$ cat src/rtl/pfc_pkg.sv
package pfc_pkg;
  typedef struct packed {
    logic rfa;
    logic rfb;
    logic ovp;
    logic otp;
  } fault_vec_t;

  localparam int unsigned FAULT_W = $bits(fault_vec_t);

  function automatic logic any_fault(input fault_vec_t f);
    return f.rfa | f.rfb | (f.ovp | f.otp);
  endfunction
endpackage

$ cat src/rtl/pfc_sync.sv
module pfc_sync #(
  parameter int unsigned WIDTH  = 4,
  parameter int unsigned STAGES = 2
) (
  input  logic             clk,
  input  logic             rst_n,
  input  logic [WIDTH-1:0] d_i,
  output logic [WIDTH-1:0] q_o
);
  logic [WIDTH-1:0] chain [STAGES];

  genvar s;
  generate
    for (s = 0; s < STAGES; s++) begin : g_stage
      always_ff @(posedge clk or negedge rst_n) begin
        if (!rst_n)
          chain[s] <= '0;
        else if (s == 0)
          chain[s] <= d_i;
        else
          chain[s] <= chain[(s == 0) ? 0 : s-1];
      end
    end
  endgenerate

  assign q_o = chain[STAGES-1];
endmodule

$ cat src/rtl/pfc_div_stage.sv
module pfc_div_stage #(
  parameter int unsigned TERM = 4
) (
  input  logic clk,
  input  logic rst_n,
  input  logic run_i,
  input  logic step_i,
  output logic wrap_o
);
  localparam int unsigned CW = (TERM > 1) ? $clog2(TERM) : 1;
  localparam logic [CW-1:0] LAST = CW'(TERM - 1);

  logic [CW-1:0] cnt;

  always_ff @(posedge clk or negedge rst_n) begin
    if (!rst_n)
      cnt <= '0;
    else if (!run_i)
      cnt <= '0;
    else if (step_i)
      cnt <= (cnt == LAST) ? '0 : cnt + 1'b1;
  end

  assign wrap_o = run_i & step_i & (cnt == LAST);

  // a stopped clock leaves the counter at zero
  p_cnt_idle_zero_r7: assert property (@(posedge clk) disable iff (!rst_n)
    !run_i |=> (cnt == '0));
  // count never passes the terminal value
  p_cnt_in_range_r6: assert property (@(posedge clk) disable iff (!rst_n)
    cnt <= LAST);
endmodule

$ cat src/rtl/pfc_blink.sv
module pfc_blink #(
  parameter int unsigned DIV_A = 4,
  parameter int unsigned DIV_B = 4
) (
  input  logic clk,
  input  logic rst_n,
  input  logic run_i,
  output logic phase_o
);
  localparam int unsigned NSTAGE = 2;

  logic [NSTAGE:0] step_chain;
  logic            phase_q;

  assign step_chain[0] = run_i;

  genvar i;
  generate
    for (i = 0; i < NSTAGE; i++) begin : g_div
      pfc_div_stage #(.TERM((i == 0) ? DIV_A : DIV_B)) u_stage (
        .clk    (clk),
        .rst_n  (rst_n),
        .run_i  (run_i),
        .step_i (step_chain[i]),
        .wrap_o (step_chain[i+1])
      );
    end
  endgenerate

  always_ff @(posedge clk or negedge rst_n) begin
    if (!rst_n)
      phase_q <= 1'b0;
    else if (!run_i)
      phase_q <= 1'b0;
    else if (step_chain[NSTAGE])
      phase_q <= ~phase_q;
  end

  assign phase_o = phase_q;

  // gated-off oscillator reads a low phase
  p_phase_idle_low_r7: assert property (@(posedge clk) disable iff (!rst_n)
    !run_i |=> !phase_q);
  // phase only moves on a final-stage wrap
  p_phase_moves_on_wrap_r6: assert property (@(posedge clk) disable iff (!rst_n)
    (run_i && !step_chain[NSTAGE]) |=> $stable(phase_q));
endmodule

$ cat src/rtl/pfc_led_mux.sv
module pfc_led_mux (
  input  logic err_i,
  input  logic ovp_i,
  input  logic otp_i,
  input  logic phase_i,
  input  logic sw_req_i,
  input  logic led_en_i,
  input  logic blink_en_i,
  output logic sw_en_o,
  output logic stat_led_o,
  output logic pwr_led_o
);
  always_comb begin
    sw_en_o = sw_req_i & ~err_i;

    if (err_i || !led_en_i)
      stat_led_o = 1'b0;
    else if (blink_en_i)
      stat_led_o = phase_i;
    else
      stat_led_o = 1'b1;

    if (otp_i)
      pwr_led_o = 1'b0;
    else if (ovp_i)
      pwr_led_o = phase_i;
    else
      pwr_led_o = 1'b1;
  end
endmodule

$ cat src/rtl/pfc_top.sv
module pfc_top
  import pfc_pkg::*;
#(
  parameter int unsigned DIV_A = 1000,
  parameter int unsigned DIV_B = 500
) (
  input  logic clk,
  input  logic rst_n,
  input  logic rfa_fault_i,
  input  logic rfb_fault_i,
  input  logic ovp_i,
  input  logic otp_i,
  input  logic cfg_sw_en_i,
  input  logic cfg_led_en_i,
  input  logic cfg_blink_en_i,
  output logic err_o,
  output logic sw_en_o,
  output logic stat_led_o,
  output logic pwr_led_o
);
  fault_vec_t raw_f, syn_f;
  logic       err, osc_run, phase;

  assign raw_f = '{rfa: rfa_fault_i, rfb: rfb_fault_i, ovp: ovp_i, otp: otp_i};

  pfc_sync #(.WIDTH(FAULT_W), .STAGES(2)) u_sync (
    .clk   (clk),
    .rst_n (rst_n),
    .d_i   (raw_f),
    .q_o   (syn_f)
  );

  assign err     = any_fault(syn_f);
  assign osc_run = cfg_blink_en_i | syn_f.ovp;

  pfc_blink #(.DIV_A(DIV_A), .DIV_B(DIV_B)) u_blink (
    .clk     (clk),
    .rst_n   (rst_n),
    .run_i   (osc_run),
    .phase_o (phase)
  );

  pfc_led_mux u_mux (
    .err_i      (err),
    .ovp_i      (syn_f.ovp),
    .otp_i      (syn_f.otp),
    .phase_i    (phase),
    .sw_req_i   (cfg_sw_en_i),
    .led_en_i   (cfg_led_en_i),
    .blink_en_i (cfg_blink_en_i),
    .sw_en_o    (sw_en_o),
    .stat_led_o (stat_led_o),
    .pwr_led_o  (pwr_led_o)
  );

  assign err_o = err;

  // edges since reset, saturating, so $past never reaches into reset
  logic [1:0] since_rst;
  always_ff @(posedge clk or negedge rst_n) begin
    if (!rst_n)
      since_rst <= '0;
    else if (since_rst != 2'd2)
      since_rst <= since_rst + 1'b1;
  end

  // error pin equals OR of the inputs two edges back
  p_err_latency_r2: assert property (@(posedge clk) disable iff (!rst_n)
    (since_rst == 2'd2) |-> (err_o == ($past(rfa_fault_i, 2) | $past(rfb_fault_i, 2) |
                                        $past(ovp_i, 2) | $past(otp_i, 2))));
  // error blocks the switch
  p_err_blocks_sw_r3: assert property (@(posedge clk) disable iff (!rst_n)
    err_o |-> !sw_en_o);
  // error blanks the status LED
  p_err_blanks_stat_r4: assert property (@(posedge clk) disable iff (!rst_n)
    err_o |-> !stat_led_o);
  // over-temperature seen two edges back keeps the power LED dark
  p_otp_pwr_dark_r10: assert property (@(posedge clk) disable iff (!rst_n)
    ((since_rst == 2'd2) && $past(otp_i, 2)) |-> !pwr_led_o);
endmodule

$ cat config.mk
export PLATFORM = sky130hd
export DESIGN_NAME = pfc_top
export DESIGN_NICKNAME = d
export VERILOG_FILES = /design/src/rtl/pfc_pkg.sv /design/src/rtl/pfc_sync.sv /design/src/rtl/pfc_div_stage.sv /design/src/rtl/pfc_blink.sv /design/src/rtl/pfc_led_mux.sv /design/src/rtl/pfc_top.sv
export SDC_FILE = /design/constraint.sdc
export NUM_CORES = 1
export LEC_CHECK = 0
export BUFFER_PORTS_ARGS = -buffer_cell sky130_fd_sc_hd__buf_4
export CAP_MARGIN = 5
export CORE_UTILIZATION = 40
export CTS_BUF_LIST = sky130_fd_sc_hd__clkbuf_16
export CTS_CLUSTER_SIZE = 25
export DETAILED_ROUTE_END_ITERATION = 12
export PLACE_DENSITY = 0.57
export SLEW_MARGIN = 0
export SYNTH_ARGS = -nofsm -noshare
export SYNTH_HDL_FRONTEND = slang
export SYNTH_SLANG_ARGS = --single-unit
$ cat constraint.sdc
create_clock -name clk -period 1.4 [get_ports clk]
set_input_delay 0.28 -clock clk [delete_from_list [all_inputs] [get_ports clk]]
set_output_delay 0.28 -clock clk [all_outputs]
set_load 0.03 [all_outputs]
==> metrics.md, run 1 <==
| Metric | Value |
|---|---|
| CTS H-tree depth | `1` |
| Worst-path clk slew | `70 ps` |
| R2R cell count | `5` |
| CP Cell Sequence | `nor4_4 > inv_2 > a211oi_4 > buf_6` |
| TritonCTS Buffers | `3` |
| TritonCTS clock tree | `done` |
| Initial DRC Count | `45` |
| Shortest period the worst path allows | `1660 ps` |
| Antenna Cells | `0` |
| Max clock buf depth | `2` |
| Critical Path Start | `u_sync.q_o[0]` |
| Setup ws final | `-258 ps` |
| Critical path's slowest cell | `dfrtp_1` |
| Die Ht | `58.1 um` |
| Port Buf Inserts | `12` |
| DRT Wirelength | `2930 um` |
| Reg2reg setup slack | `-90 ps` |
| GRT Util Overall | `18.9%` |
| Int Pwr | `1.62 mW` |
| Worst Hold Launch | `ovp_i` |
| Crit Path Class | `flip-flop to primary output` |
| Comb pwr share | `17.2%` |
| Syn Nets | `134` |
| Setup Viol. Count Final | `9` |
| Max-slew headroom | `76.4%` |
| Critical Path End Type | `primary output` |
| Area post-placement | `1600 sq um` |
| PD cells | `1090 nW/um^2` |
| Power share of the sequential group | `43.0%` |
| Util after Layout | `67.3%` |
| Setup TNS | `-1050 ps` |
| Final Hold Viols | `0` |
| P_leak | `0.867 nW` |
| Failing checks | `negative setup slack` |
| Final Cell Area | `1940 sq um` |
| First-pass GRT wire length | `4760 um` |
| Average wire per standard cell | `14.0 um` |
| Max FO, Critical Path | `2` |
| CTS Root Cell | `clkbuf_16` |
| Initial Utilization | `43.8%` |
| Switching power | `0.490 mW` |
| Residual DRC count | `0` |
| Via count | `1089` |
| Hold crit path type | `input port to flip-flop` |
| Peak supply drop | `0.991 mV` |
| Syn Inst Count | `123` |
| Total design power | `2.11 mW` |
| Fmax | `603 MHz` |
| Outcome | `finished with violations` |
| Post-synth cell types | `30` |
| Switching Share | `23.2%` |
| Core Region | `2880 sq um` |
| DR pass1 iterations | `4` |
| Worst EP required | `1120 ps` |
| RSZ-0062 raised after global routing | `true` |
| Ports | `13` |
| Post-synthesis register bit count | `28` |
| Worst r2r src | `u_blink.g_div[0].u_stage.cnt[1]` |
| Placer Congestion | `0.876` |
| Min-Delay Path Depth | `1` |
| Antenna viol nets, final | `0` |
| Row count | `19` |
| Total gr overflow | `0` |
| P&R area growth vs syn | `53.9%` |
| Arr. time, crit path | `1380 ps` |
| Hold endpoint | `u_sync.chain[5]` |
| Final net count | `180` |
| Crit-path max cell delay | `410 ps` |
| Share of post-route cells with drive strength above 1 | `44.6%` |
| Reg2reg end | `u_blink.phase_o` |
| Die area | `3380 sq um` |
| Initial antenna violation count | `0` |
| Synth Warn # | `0` |
| Tcrit/Tclk final | `118%` |
| Avg Inst Size Synth | `10.2 sq um` |
| CP startpoint kind | `flip-flop` |
| Clock Sinks | `28` |
| Average via count per standard cell | `5.19` |
| Sequential share of the synthesized area | `55.7%` |
| Power share of the clock group | `39.8%` |
| Setup Skew | `4.49 ps` |
| Fillcell total | `213` |
| Vias in the first global route | `1060` |
| Clk_lat worst skew | `260 ps` |
| DIE WIDTH | `58.1 um` |
| Max-Cap Viols | `0` |
| Mapped Area | `1260 sq um` |
| Pins Over Slew Limit | `0` |
| Post-DP HPWL | `1870 um` |
| Pin count of the biggest net entering global routing | `29` |
| Worst slew pin tran | `354 ps` |
[state kept, by name, indices dropped and copies added (netlist names)]
register                   count
u_blink.phase_o                1
u_sync.q_o                     4
u_sync.chain                   4
u_blink.g_div.u_stage.cnt     19
[power by group through the flow]
stage	clock, mW	combinational [mW]	sequential, mW
floorplan	0	0.105	0.914
global placement	0	0.230	0.905
detailed placement	0	0.237	0.908
CTS	0.853	0.298	0.897
global route	0.886	0.396	0.916
finish	0.841	0.362	0.909
[through the flow]
step	worst slack [ps]	hold slack, ps	std cells
floorplan	-113	-15.6	123
global placement	-49.5	216	197
detailed placement	-101	216	197
CTS	-268	118	207
global route	-324	115	210
finish	-258	122	210
[worst max-delay path by stage]
stage / end / slack (ps) / cells past startpoint
after floorplan: stat_led_o / -110 / 3
after global placement: stat_led_o / -50 / 4
after detailed placement: u_blink.g_div[0].u_stage.cnt[8] / -100 / 6
after CTS: stat_led_o / -270 / 4
after global routing: stat_led_o / -320 / 4
final: stat_led_o / -260 / 4
[cell type report]
class	instances	area, sq um	area share, %
Timing Repair Buffer	43	348	18.0
Multi-Input combinational cell	90	718	37.1
Sequential cell	28	702	36.2
Inverter	3	11.3	0.581
Clock inverter	1	30.0	1.55
Clock buffer	3	75.1	3.88
Tap cell	42	52.6	2.71
[metal layers]
metal	track usage, %	vias to the layer above	wire (um)
met5	0	-	0
met2	32.0	23	1550
met1	23.6	526	1230
met4	8.16	0	63
li1	-	532	-
met3	3.35	8	96
[synthesized netlist by cell type]
cell type  number  area, sq um
a211oi_1        1         7.51
a21oi_1         9         45.0
a311oi_1        1         8.76
a31oi_1         1         6.26
and2_1          2         12.5
and3_1          3         18.8
and4_1          2         17.5
and4_4          1         11.3
clkbuf_1        3         11.3
dfrtp_1        28          701
ha_1            2         25.0
inv_1           3         11.3
nand2_1        17         63.8
nand3_1         4         20.0
nand3b_1        1         7.51
nand4_1         2         12.5
nand4_2         1         12.5
nand4_4         1         21.3
nor2_1         13         48.8
nor3_1          1         5.00
nor4_1          2         12.5
o211ai_1        1         7.51
o21ai_0         5         25.0
o22ai_1         1         6.26
or2_1           1         6.26
or2_2           1         6.26
or3_1           2         12.5
or4_1           6         45.0
xnor2_1         4         35.0
xor2_1          4         35.0
[cells in the final DEF, fill, tap and decap left out, drive strengths merged, types with 3 or more instances in the layout]
cell type / count
or4: 6
clkbuf: 3
xor2: 4
buf: 42
and3: 3
nand3: 4
nand2: 17
nand4: 5
inv: 3
o21ai: 5
and4: 3
dfrtp: 28
a21oi: 9
nor2: 13
xnor2: 4
[cell families after synthesis]
logic type	share of synthesized area, %
flops	55.7
xor+xnor	5.57
buf+inv	1.79
compound gates	8.45
fa+ha+maj	1.99
simple gates	26.5
[worst max-delay path, delay by kind of cell, from the launching register on]
kind / cells / cell delay [ps]
compound gates: 1 / 160
buf+inv: 2 / 250
flops: 1 / 410
simple gates: 1 / 310
[repair_timing]
action,in CTS,in global routing
hold endpoints to repair,28,0
cloned,1,0
setup buffers,5,4
pin swaps,5,9
hold buffers,1,0
setup endpoints to repair,18,21
gates resized for setup,14,20
Note: power is estimated with default switching activity, not from simulation.
==> inputs of run 2 (changes only) <==
Settings changed: SYNTH_HIERARCHICAL from default to 1.
==> run 2 against run 1 <==
  * The run still ends with negative setup slack left
  * Setup slack worse by 150 ps
  * Clock skew is 1.9 ps higher
  * Combinational power is 21% lower
  * Wire length is 9.3% higher
  * Power is 15% lower
  * Sequential power is 3.3% lower
  * Clock power is 24% lower
  * Count of clock-buffer cells in the layout stayed put
  * Fmax is 8.5% lower
  * Design area is 1.7% higher
  * Worst hold slack better by 1.5 ps
  * Critical endpoint unchanged
  * Largest cell class unchanged
==> metrics.md, run 2 <==
| Metric | Value |
|---|---|
| Initial antenna violation count | `0` |
| Max clock buf depth | `2` |
| Placed Cells | `214` |
| Util after Layout | `58.1%` |
| Setup TNS | `-4330 ps` |
| Synth top area cells | `dfrtp_1, a21oi_1, buf_4` |
| Worst slew pin tran | `507 ps` |
| Max reg flops | `19` |
| Critical path's slowest cell | `or4_4` |
| Setup Viol. Count Final | `22` |
| RSZ-0062 raised after global routing | `true` |
| CP Cell Sequence | `or4_4 > a211oi_4 > buf_6` |
| Initial DRC Count | `53` |
| Async S/R FF share, synth | `100%` |
| Residual DRC count | `0` |
| Clk_lat worst skew | `260 ps` |
| Mapped Area | `1440 sq um` |
| Most common cell after layout, fill and taps aside | `buf_4` |
| Placer Congestion | `0.815` |
| Crit-path max cell delay | `580 ps` |
| Post-synth EDFFs | `0` |
| Shortest period the worst path allows | `1810 ps` |
| CTS Root Cell | `clkbuf_16` |
| Average via count per standard cell | `5.43` |
| Vias in the first global route | `1138` |
| Power share of the sequential group | `48.8%` |
| First-pass GRT wire length | `5000 um` |
| Hold crit path type | `input port to flip-flop` |
| Switching power | `0.422 mW` |
| CTS H-tree depth | `1` |
| Clock Sinks | `28` |
| Fmax | `552 MHz` |
| Ports | `13` |
| P&R area growth vs syn | `36.5%` |
| Final net count | `190` |
| Syn Inst Count | `136` |
| Pins Over Slew Limit | `0` |
| Most used cells in the layout excluding fill and tap cells | `buf_4, dfrtp_1, nand2_1` |
| Tcrit/Tclk final | `129%` |
| Post-synthesis register bit count | `28` |
| Core Region | `3390 sq um` |
| Yosys top cell by area | `dfrtp_1` |
| Crit path buf inv count | `1` |
| Max-Cap Viols | `0` |
| Post-synth cell types | `44` |
| PD cells | `915 nW/um^2` |
| Peak supply drop | `0.443 mV` |
| Final Hold Viols | `0` |
| Pin count of the biggest net entering global routing | `29` |
| Share of post-route cells with drive strength above 1 | `41.2%` |
| Fin cells | `223` |
| Comb pwr share | `15.8%` |
| Syn Nets | `147` |
| DIE WIDTH | `62.1 um` |
| Critical Path End Type | `primary output` |
| CP startpoint kind | `flip-flop` |
| Most frequent cells after synthesis | `dfrtp_1, a21oi_1, nand2_1` |
| P_leak | `0.868 nW` |
| Average wire per standard cell | `14.4 um` |
| Max FO, Critical Path | `3` |
| Setup Skew | `6.39 ps` |
| TritonCTS clock tree | `done` |
| DRT Wirelength | `3210 um` |
| Post-synth top area share | `48.5%` |
| Avg Inst Size Synth | `10.6 sq um` |
| Total gr overflow | `0` |
| Row count | `21` |
| Port Buf Inserts | `12` |
| Worst EP required | `1120 ps` |
| Die area | `3850 sq um` |
| DR pass1 iterations | `4` |
| Arr. time, crit path | `1530 ps` |
| Failing checks | `negative setup slack` |
| Setup ws final | `-412 ps` |
| Power share of the clock group | `35.4%` |
| Worst-path clk slew | `60 ps` |
| Post-DP HPWL | `2110 um` |
| Largest Register | `u_blink/g_div.u_stage/cnt` |
| Outcome | `finished with violations` |
| Synth Flop Type | `dfrtp_1` |
| Initial Utilization | `42.6%` |
| Top-count cell post-synth | `dfrtp_1` |
| CP top delay family | `simple AND/OR/NAND/NOR gates` |
| Antenna Cells | `0` |
| Synth Warn # | `6` |
| GRT Util Overall | `18.0%` |
| Int Pwr | `1.38 mW` |
| Sequential share of the synthesized area | `48.5%` |
| TritonCTS Buffers | `3` |
| Total design power | `1.80 mW` |
| Die Ht | `62.1 um` |
| Crit Path Class | `flip-flop to primary output` |
| Switching Share | `23.4%` |
| Max-slew headroom | `66.0%` |
| Antenna viol nets, final | `0` |
| Via count | `1212` |
==> run 2: cell count changes in the layout (fill, tap and decap cells not counted), moves of 4 or more <==
cell,before,now
buf_4,36,40
inv_1,2,7
nand2_1,16,9
nand3_1,1,7
nor2_1,11,1
or4_1,5,1
==> run 2: area by class of cell <==
cell class | count | area (sq um)
multi-input combinational | 92 | 741
clock buffer | 3 | 75.1
inverter | 8 | 30.0
fill | 272 | 1420
tap | 46 | 57.6
sequential | 28 | 701
timing repair buffer | 46 | 367
==> run 2: power by group through the flow <==
| stage | logic, mW | clock network (mW) | registers [mW] |
|---|---|---|---|
| 6_report | 0.285 | 0.639 | 0.879 |
| 3_3_place_gp | 0.260 | 0 | 0.893 |
| 4_1_cts | 0.281 | 0.664 | 0.879 |
| 3_5_place_dp | 0.265 | 0 | 0.892 |
| 5_1_grt | 0.317 | 0.690 | 0.882 |
| 2_1_floorplan | 0.124 | 0 | 0.906 |
==> run 2: per-stage QoR <==
stage	cell area, sq um	worst slack [ps]	hold WS [ps]
finish	1970	-412	124
global route	1970	-479	112
CTS	1960	-429	118
detailed placement	1780	-344	223
global placement	1780	-297	217
floorplan	1490	-420	-15.6
==> run 2: what timing repair did <==
item	4_1_cts	5_1_grt
gates cloned	1	0
pin swaps	12	7
hold endpoints to repair	28	0
gates resized for setup	15	4
setup endpoints to repair	22	22
buffers inserted	5	1
hold buffers	1	0
==> run 2: kinds of logic (layout without fill, tap and decap cells) <==
group | count (synthesis) | in the layout | share of synthesized area (%)
xor+xnor | 4 | 4 | 2.43
fa+ha+maj | 2 | 2 | 1.73
simple gates | 48 | 48 | 22.0
mux | 2 | 2 | 1.47
flops | 28 | 28 | 48.5
buf+inv | 17 | 57 | 7.28
compound gates | 35 | 36 | 16.6
==> run 2: final timing paths <==
| check | start | endpoint | slack [ps] | cells after the start |
|---|---|---|---|---|
| setup reg to reg | u_blink/g_div[0].u_stage/cnt[0] | u_blink/phase_o | -360 | 8 |
| hold reg to reg | u_sync/chain[6] | u_sync/q_o[2] | 350 | 0 |
| hold / removal | rfb_fault_i | u_sync/chain[6] | 120 | 1 |
| setup / recovery | u_sync/q_o[3] | stat_led_o | -410 | 3 |
| min in group asynchronous | rst_n | u_blink/phase_o | 470 | 2 |
| max in group asynchronous | rst_n | u_blink/g_div[1].u_stage/cnt[4] | 660 | 2 |
==> run 2: per-layer routing <==
metal | GRT usage, % | vias up | wire, um
li1 | - | 596 | -
met2 | 28.7 | 37 | 1540
met3 | 3.11 | 5 | 138
met5 | 0 | - | 0
met1 | 23.6 | 574 | 1470
met4 | 8.57 | 0 | 61
==> inputs of run 3 (changes only) <==
Settings changed: SKIP_CTS_REPAIR_TIMING from default to 1.
==> run 3 against run 2 <==
  * Highest routed layer unchanged
  * Count of clock-buffer cells in the layout stayed put
  * Clock power is 0.8% higher
  * Combinational power is 8.4% higher
  * Sequential share of layout area is 0.30 points higher
  * Critical endpoint unchanged
  * The run still ends with negative setup slack left
  * Core utilization is 0.48 points lower
  * Design area is 0.83% lower
==> metrics.md, run 3 (synthesis results as in run 2) <==
| Metric | Value |
|---|---|
| Worst-path clk slew | `60 ps` |
| Die Ht | `62.1 um` |
| Average via count per standard cell | `5.55` |
| Residual DRC count | `0` |
| Max clock buf depth | `2` |
| Switching power | `0.435 mW` |
| Power share of the clock group | `35.1%` |
| P&R area growth vs syn | `35.4%` |
| Critical Path End Type | `primary output` |
| Int Pwr | `1.40 mW` |
| Critical Path Start | `u_sync/q_o[3]` |
| GRT Util Overall | `16.2%` |
| Reg area | `701 sq um` |
| Min-Delay Path Depth | `1` |
| Pins Over Slew Limit | `0` |
| CTS Root Cell | `clkbuf_16` |
| Failing checks | `negative setup slack` |
| TritonCTS clock tree | `done` |
| Initial DRC Count | `55` |
| Total gr overflow | `0` |
| Largest Register | `u_blink/g_div.u_stage/cnt` |
| Arr. time, crit path | `1530 ps` |
| Clock Sinks | `28` |
| Core Region | `3390 sq um` |
| CP Cell Sequence | `or4_4 > a211oi_4 > buf_6` |
| Comb pwr share | `16.8%` |
| Row count | `21` |
| Setup ws final | `-414 ps` |
| DIE WIDTH | `62.1 um` |
| Critical path's slowest cell | `or4_4` |
| Ports | `13` |
| Hold crit path type | `input port to flip-flop` |
| Total design power | `1.83 mW` |
| CTS H-tree depth | `1` |
| P_leak | `0.866 nW` |
| Average wire per standard cell | `13.9 um` |
| Crit-path max cell delay | `580 ps` |
| Outcome | `finished with violations` |
| Share of post-route cells with drive strength above 1 | `40.2%` |
| Area post-placement | `1780 sq um` |
| PD cells | `937 nW/um^2` |
| R2R cell count | `8` |
| First-pass GRT wire length | `4540 um` |
| Post-DP HPWL | `2110 um` |
| Worst r2r src | `u_blink/g_div[0].u_stage/cnt[0]` |
| Power share of the sequential group | `48.0%` |
| Max reg flops | `19` |
| Max-slew headroom | `76.3%` |
| Shortest period the worst path allows | `1810 ps` |
| Fillcell total | `278` |
| Port Buf Inserts | `12` |
| DR pass1 iterations | `4` |
| RSZ-0062 raised after global routing | `true` |
| Peak supply drop | `0.554 mV` |
| Worst slew pin tran | `356 ps` |
| Pin count of the biggest net entering global routing | `29` |
| Most common cell after layout, fill and taps aside | `buf_4` |
| Tcrit/Tclk final | `130%` |
| Placer Congestion | `0.815` |
| Crit Path Class | `flip-flop to primary output` |
| Setup Skew | `6.38 ps` |
| Max FO, Critical Path | `3` |
| Die area | `3850 sq um` |
| Final Cell Area | `1950 sq um` |
| Via count | `1222` |
| Final Hold Viols | `0` |
| Initial Utilization | `42.6%` |
| Worst Hold Launch | `rfb_fault_i` |
| Final net count | `187` |
| DRT Wirelength | `3060 um` |
| Multi-input logic area | `754 sq um` |
| DP Worst Slack | `-344 ps` |
| Initial antenna violation count | `0` |
| Most used cells in the layout excluding fill and tap cells | `buf_4, dfrtp_1, nand2_1` |
| Antenna Cells | `0` |
| CP startpoint kind | `flip-flop` |
| Setup Viol. Count Final | `22` |
| Vias in the first global route | `1052` |
| Clk_lat worst skew | `270 ps` |
| Fmax | `551 MHz` |
| TritonCTS Buffers | `3` |
| Worst EP required | `1120 ps` |
| Antenna viol nets, final | `0` |
| Switching Share | `23.7%` |
| Max-Cap Viols | `0` |
run 3: changes by cell type in the layout (fill, tap and decap cells not counted), moves of 2 or more:
cell,change
o31a_4,+2
o21ai_1,-2
buf_6,-2
o21ai_0,+2
o31a_1,-2
run 3: final cells by class:
type                            count  share of cell area (%)
Timing Repair Buffer               43                    17.2
Sequential cell                    28                    35.9
Inverter                            8                    1.54
Clock buffer                        3                    3.84
Multi-Input combinational cell     92                    38.6
Tap cell                           46                    2.94
run 3: final timing paths:
kind | slack (ps) | to
max in group asynchronous | 670 | u_blink/g_div[1].u_stage/cnt[4]
worst max-delay path | -410 | stat_led_o
worst min register to register | 350 | u_sync/q_o[2]
min in group asynchronous | 470 | u_blink/phase_o
worst max register to register | -330 | u_blink/phase_o
worst min-delay path | 120 | u_sync/chain[6]
run 3: stage by stage:
| step | hold WS (ps) | utilization (%) | std cells | TNS [ps] |
|---|---|---|---|---|
| after CTS | -61.7 | 54.9 | 217 | -5800 |
| after global routing | 114 | 57.7 | 220 | -5490 |
| after floorplan | -15.6 | - | 136 | -2730 |
| after global placement | 217 | 52.6 | 214 | -3560 |
| after detailed placement | 223 | 52.6 | 214 | -4680 |
| final | 121 | 57.7 | 220 | -3760 |
run 3: worst max-delay path: cells and delay by family (launching register included):
| family | cells | cell delay [ps] |
|---|---|---|
| and+or+nand+nor | 1 | 580 |
| DFF | 1 | 360 |
| AOI/OAI and AO/OA | 1 | 180 |
| buffers and inverters | 1 | 160 |
run 3: power by group through the flow:
stage / combinational [mW] / sequential, mW / clock [mW]
after global placement: 0.260 / 0.893 / 0
after global routing: 0.342 / 0.882 / 0.686
after detailed placement: 0.265 / 0.892 / 0
after floorplan: 0.124 / 0.906 / 0
final: 0.309 / 0.879 / 0.644
after CTS: 0.266 / 0.878 / 0.664
run 3: routing by layer:
metal / vias to the layer above / track usage (%) / wire (um)
li1: 591 / - / -
met1: 600 / 22.4 / 1490
met2: 26 / 25.1 / 1410
met3: 5 / 1.86 / 94
met4: 0 / 8.25 / 61
met5: - / 0 / 0
